## config.mk

```make
export PLATFORM = sky130hd
export DESIGN_NAME = tapsr_line
export DESIGN_NICKNAME = d
export VERILOG_FILES = /design/src/rtl/tapsr_pkg.sv /design/src/rtl/tapsr_cell.sv /design/src/rtl/tapsr_unit_sel.sv /design/src/rtl/tapsr_line.sv
export SDC_FILE = /design/constraint.sdc
export NUM_CORES = 1
export LEC_CHECK = 0
export BUFFER_PORTS_ARGS = -buffer_cell sky130_fd_sc_hd__clkbuf_2
export CAP_MARGIN = 25
export CORE_MARGIN = 2
export CORE_UTILIZATION = 60
export CTS_CLUSTER_DIAMETER = 40
export DETAILED_ROUTE_END_ITERATION = 16
export PLACE_DENSITY = 0.81
export REMOVE_ABC_BUFFERS = 1
export SLEW_MARGIN = 40
export SYNTH_ARGS = -nofsm -noshare
export SYNTH_HDL_FRONTEND = slang
export SYNTH_SLANG_ARGS = --single-unit
```

## constraint.sdc

```tcl
create_clock -name clk -period 1.8 [get_ports clk]
set_input_delay 0.27 -clock clk [delete_from_list [all_inputs] [get_ports clk]]
set_output_delay 0.27 -clock clk [all_outputs]
set_load 0.01 [all_outputs]
```

## src/rtl/tapsr_pkg.sv

```systemverilog
package tapsr_pkg;
    localparam int CELL_DEPTH = 16;
    localparam int TAP_W      = $clog2(CELL_DEPTH);

    typedef struct packed {
        logic [CELL_DEPTH-1:0] stg;
    } cell_state_t;
endpackage

```

## src/rtl/tapsr_cell.sv

```systemverilog
module tapsr_cell
    import tapsr_pkg::*;
#(
    parameter logic INIT_VAL = 1'b0
) (
    input  logic             clk,
    input  logic             shift_en,
    input  logic             din,
    input  logic [TAP_W-1:0] tap_sel,
    output logic             tap_bit,
    output logic             casc_bit
);
    cell_state_t st_d;
    cell_state_t st_q = '{stg: {CELL_DEPTH{INIT_VAL}}};

    // next contents: advance one stage only when enabled
    always_comb begin
        st_d = st_q;
        if (shift_en) begin
            st_d.stg = {st_q.stg[CELL_DEPTH-2:0], din};
        end
    end

    always_ff @(posedge clk) begin
        st_q <= st_d;
    end

    // live tap selection, no register on the path
    assign tap_bit  = st_q.stg[tap_sel];
    assign casc_bit = st_q.stg[CELL_DEPTH-1];
endmodule

```

## src/rtl/tapsr_unit_sel.sv

```systemverilog
module tapsr_unit_sel #(
    parameter int UNITS  = 4,
    parameter int UNIT_W = 2
) (
    input  logic [UNITS-1:0]  taps,
    input  logic [UNIT_W-1:0] unit_idx,
    output logic              pick
);
    // an index past the last cell yields 0
    always_comb begin
        pick = 1'b0;
        for (int u = 0; u < UNITS; u++) begin
            if (unit_idx == UNIT_W'(u)) begin
                pick = taps[u];
            end
        end
    end
endmodule

```

## src/rtl/tapsr_line.sv

```systemverilog
module tapsr_line
    import tapsr_pkg::*;
#(
    parameter int   UNITS    = 4,
    parameter logic INIT_VAL = 1'b0,
    localparam int  UIDX_W   = (UNITS > 1) ? $clog2(UNITS) : 0,
    localparam int  ADDR_W   = TAP_W + UIDX_W
) (
    input  logic              clk,
    input  logic              shift_en,
    input  logic              ser_in,
    input  logic [ADDR_W-1:0] tap_addr,
    output logic              tap_out,
    output logic              casc_out
);
    localparam int UNIT_W = (UNITS > 1) ? UIDX_W : 1;
    localparam int TOTAL  = CELL_DEPTH * UNITS;

    logic [UNITS:0]     link;
    logic [UNITS-1:0]   taps;
    logic [UNIT_W-1:0]  unit_idx;
    logic [TAP_W-1:0]   stage_idx;

    assign link[0]   = ser_in;
    assign stage_idx = tap_addr[TAP_W-1:0];

    generate
        if (UNITS > 1) begin : g_multi
            assign unit_idx = tap_addr[ADDR_W-1:TAP_W];
        end else begin : g_single
            assign unit_idx = '0;
        end
    endgenerate

    generate
        for (genvar u = 0; u < UNITS; u++) begin : g_cell
            tapsr_cell #(
                .INIT_VAL (INIT_VAL)
            ) u_cell (
                .clk      (clk),
                .shift_en (shift_en),
                .din      (link[u]),
                .tap_sel  (stage_idx),
                .tap_bit  (taps[u]),
                .casc_bit (link[u+1])
            );
        end
    endgenerate

    tapsr_unit_sel #(
        .UNITS  (UNITS),
        .UNIT_W (UNIT_W)
    ) u_sel (
        .taps     (taps),
        .unit_idx (unit_idx),
        .pick     (tap_out)
    );

    assign casc_out = link[UNITS];
endmodule

```

# After elaboration in Yosys (flattened, before gate mapping)
# Index checks and enable logic that the tools add are counted.
[word_totals]
register_bits = 64
input_bits = 9
output_inout_bits = 2
wordCells = 21
[classes]
magnitude_cmp = 1
n_eq_ne = 3
n_mux = 12
n_reduce_logical = 1
[op_table]
columns = ["op", "n"]
rows = [
  ["1-bit binary-select mux with 4-bit select", 4],
  ["1-bit two-way mux", 8],
  ["4-bit by 5-bit less-than comparator with 1-bit output, second input constant", 1],
  ["2-bit == test, second input constant", 2],
  ["2-bit by 1-bit == test with 1-bit output, second input constant", 1],
  ["2-bit zero test", 1],
]

# Longest topological paths before layout
[logic_depth]
depth_word = 6
depth_mapped = 7
depth_no_buf = 5

# By module
# A second synthesis with hierarchy kept.
[hier_totals]
hier_cells = 93
hier_area_um2 = 2484.9
[modules_own_cells]
columns = ["module", "n_inst", "cells_per_inst", "area_per_inst_um2", "seq_area_each_um2"]
rows = [
  ["tapsr_cell", 4, 23, 615.6, 480.5],
  ["tapsr_unit_sel", 1, 1, 22.5, 0.0],
]

# Worst setup path before layout
# Ideal clock, no wire load.
[synth_timing]
path_type = "input port to output port"
start = "input tap_addr[0]"
end = "output tap_out"
arrival_time_ns = 1.497
t_required_ns = 1.530
setup_slack_ns = 0.033
stages = 6
path_buffers = 1
cell_sequence = "buf_6 -> mux4_1 -> mux2_2 -> a22o_1 -> nand2_1 -> a31oi_1"
[synth_via]
elab_chain_cells = 6
elab_cells_between_ends = 12
classes_between = "mux (12)"
[synth_rtl]
columns = ["item", "line", "rtl"]
rows = [
  ["from (decl)", "tapsr_line.sv:12", "input logic [ADDR_W-1:0] tap_addr,"],
  ["1-bit binary-select mux with 4-bit select", "tapsr_cell.sv:29", "assign tap_bit = st_q.stg[tap_sel];"],
  ["1-bit two-way mux (not written as such)", "tapsr_cell.sv:29", ""],
  ["1-bit two-way mux (3 in series)", "tapsr_unit_sel.sv:13", "if (unit_idx == UNIT_W'(u)) begin"],
  ["1-bit two-way mux (*)", "tapsr_unit_sel.sv:13", ""],
  ["to (decl)", "tapsr_line.sv:13", "output logic tap_out,"],
]
# Every way passes the cells marked *; elsewhere a longest branch is shown, timed or not. The select of a mux whose other input is x is not followed.

# Worst setup path after layout
[layout_timing]
start = "register g_cell[1].u_cell.st_q[15] (netlist bit)"
end = "output tap_out"
[layout_via]
elab_chain_cells = 5
[layout_rtl]
columns = ["item", "line", "rtl"]
rows = [
  ["from (decl)", "tapsr_cell.sv:14", "cell_state_t st_q = '{stg: {CELL_DEPTH{INIT_VAL}}};"],
  ["from (signal assigned)", "tapsr_cell.sv:25", "st_q <= st_d;"],
  ["1-bit binary-select mux with 4-bit select", "tapsr_cell.sv:29", ""],
  ["1-bit two-way mux (not written as such)", "tapsr_cell.sv:29", ""],
  ["1-bit two-way mux (3 in series)", "tapsr_unit_sel.sv:13", ""],
]
# Every way passes these cells. The select of a mux whose other input is x is not followed.

==> flow_summary.json <==
{
  "worst_pin_slew_ns": 0.403,
  "grt_overflow": 0,
  "end_kind": "primary output",
  "chipWidth_um": 68.8,
  "n_antenna_cell": 0,
  "cp-start-kind": "register",
  "violations": "negative setup slack",
  "rr_endpoint": "g_cell[0].u_cell.st_q[15]$_DFFE_PP_",
  "worstSetupStartpoint": "g_cell[1].u_cell.st_q[15]$_DFFE_PP_",
  "leakage_nw": 1.06,
  "drt-total-wl_mm": 4.26,
  "r2r-start": "g_cell[0].u_cell.st_q[14]$_DFFE_PP_",
  "final.min_clock_period_ns": 2.22,
  "coreArea_mm2": 0.00403,
  "postRouteAntennaNets": 0,
  "viasPerCell": 6.09,
  "hp-class": "input pin to register",
  "avgSynthCellArea_um2": 21.5,
  "clk-insertion-delay-late_ns": 0.33,
  "top_level_ports": 11,
  "drt_iter0_drc": 155,
  "row_count": 23,
  "initial_core_util_pct": 62.6,
  "rsz0062_at_grt": "true",
  "cts_root_buf": "clkbuf_8",
  "hold_slack_ns": 0.115,
  "dr_total_vias": 1248,
  "slew_viol_final": 0,
  "clockBufferDepth": 2,
  "synth.distinct_cells": 26,
  "hold_buffers": 0,
  "dieArea_mm2": 0.00474,
  "synthToLayoutAreaGrowth_pct": 17.7,
  "port_buffers": 10,
  "clk_pin_slew_worst_paths_ns": 0.06,
  "drc": 0,
  "relSlewSlack_pct": 72.4,
  "cts_tree": "done",
  "die_y_um": 68.8,
  "synth_area_mm2": 0.00252,
  "fmax_ghz": 0.449,
  "register_area_mm2": 0.00192,
  "largest_register": "g_cell.u_cell.st_q",
  "grt_pass1_vias": 1247,
  "gp_congestion": 0.767,
  "ys_seq_area_share_pct": 76.2,
  "cp_max_fo": 2,
  "finalSetupViolations": 1,
  "cts_max_level": 3,
  "fin_crit_sh_pct": 124,
  "yosys_warnings": 0,
  "wl_per_cell_um": 20.8,
  "cp-endpoint": "tap_out",
  "total_power_mw": 3.28,
  "drv_cap": 0,
  "synthCells": 117,
  "required_ns": 1.53,
  "skew_ns": 0.00501,
  "drive_above_1_share_pct": 34.2,
  "cts-buffers-inserted": 9,
  "ys_ff_latch": 64,
  "grt_max_degree": 65,
  "grt_first_pass_wirelength_mm": 6.65,
  "antenna_found_initial": 0,
  "dp_hpwl_mm": 2.68,
  "ff2ff_path_depth": 2,
  "grt_usage_pct": 21.7,
  "finalWorstSetupSlack_ns": -0.425,
  "largest_register_ffs": 64,
  "power_density_mw_per_mm2": 1100,
  "drt-pass1-iter-count": 5,
  "regToRegSetupSlack_ns": 0.90,
  "cts.sinks": 64,
  "finalHoldViolations": 0,
  "fillers": 244,
  "multi_input_area_um2": 557,
  "top_regs": "g_cell.u_cell.st_q: 64 flops",
  "worstPathArrival_ns": 1.95,
  "peakVddDrop_mv": 0.724,
  "outcome": "finished, violations left",
  "critPathKind": "register to primary output",
  "final_nets": 159,
  "post-route-util_pct": 73.6
}
cell usage after synthesis:
cell type   n  area, um^2
edfxtp_1   64        1920
mux4_2      8         180
mux4_1      6         158
mux2i_1     4        40.0
nor2b_1     4        25.0
buf_2       3        15.0
nand2_1     3        11.3
nand2b_1    3        18.8
a2111oi_0   2        17.5
a211oi_1    2        15.0
clkbuf_1    2        7.51
nor2_1      2        7.51
a221oi_1    1        8.76
a22o_1      1        8.76
a31oi_1     1        6.26
buf_4       1        7.51
buf_6       1        11.3
inv_1       1        3.75
mux2_2      1        11.3
nand3_1     1        5.00
nand3b_1    1        7.51
nor4_1      1        6.26
nor4b_1     1        8.76
o211ai_1    1        7.51
o21ai_0     1        5.00
o22ai_1     1        6.26
repair_timing:
action,4_1_cts,5_1_grt
gates resized for setup,5,0
endpoints found under the setup margin,1,1
buffers inserted,2,1
worst max-delay path, stage by stage, from the launching register on:
cell and delay (ns):
edfxtp_1 0.40, mux4_2 0.51, mux2_4 0.27, a22o_1 0.18, nand2_1 0.06, a31oi_1 0.07
clkbuf_2 0.14
per-stage QoR:
step                      instances  instance area [um^2]  TNS (ns)  setup WS (ns)
after floorplan                 110                  2480         0          0.101
after global placement          186                  2740    -0.280         -0.280
after detailed placement        186                  2740    -0.332         -0.332
after CTS                       204                  2960    -0.434         -0.434
after global routing            205                  2970    -0.503         -0.503
final                           205                  2970    -0.425         -0.425
where the power goes:
part           switching, mW  internal, mW  total (mW)
logic                 0.0981         0.116       0.214
clock network          0.503         0.774        1.28
registers             0.0453          1.74        1.78
per-layer routing:
metal	vias to the layer above	part of all wire (%)	wire length, um	global-route usage (%)
met2	49	50	2150	32.2
met4	0	2.5	106	12.5
met3	10	5.9	253	6.33
met1	633	41	1750	29.1
li1	556	-	-	-
met5	-	0	0	0
worst min-delay path by stage:
stage                                        start                             endpoint  slack [ns]  depth (start not counted)
2_1_floorplan                               ser_in   g_cell[0].u_cell.st_q[0]$_DFFE_PP_        0.37                          0
3_3_place_gp    g_cell[1].u_cell.st_q[4]$_DFFE_PP_   g_cell[1].u_cell.st_q[5]$_DFFE_PP_        0.43                          0
3_5_place_dp   g_cell[1].u_cell.st_q[14]$_DFFE_PP_  g_cell[1].u_cell.st_q[15]$_DFFE_PP_        0.43                          0
4_1_cts                                     ser_in   g_cell[0].u_cell.st_q[0]$_DFFE_PP_        0.11                          1
5_1_grt                                     ser_in   g_cell[0].u_cell.st_q[0]$_DFFE_PP_        0.10                          1
6_report                                    ser_in   g_cell[0].u_cell.st_q[0]$_DFFE_PP_        0.12                          1
placed cells by master (no fill, tap or decap), types with 2 or more instances in the layout:
master	instances
edfxtp_1	64
buf_4	17
mux4_2	10
clkbuf_2	10
clkbuf_8	9
nor2b_1	4
mux4_1	4
mux2i_1	4
nand2_1	3
nand2b_1	3
clkbuf_1	3
nor2_1	2
a211oi_1	2
bufinv_16	2
buf_12	2
cells by family after synthesis:
group                  Yosys count  share of synthesized area [%]
and+or+nand+nor                 16                           3.57
AOI/OAI and AO/OA               10                           2.98
muxes                           19                           15.4
DFF                             64                           76.2
buffers and inverters            8                           1.79
cell type report:
| cell class | count | share of cell area (%) |
|---|---|---|
| timing repair buffer | 29 | 7.34 |
| multi-input combinational | 45 | 18.8 |
| sequential | 64 | 64.8 |
| clock buffer | 12 | 4.56 |
| inverter | 1 | 0.127 |
| clock inverter | 4 | 2.32 |
| tap | 50 | 2.11 |
Note: power is estimated with default switching activity, not from simulation.
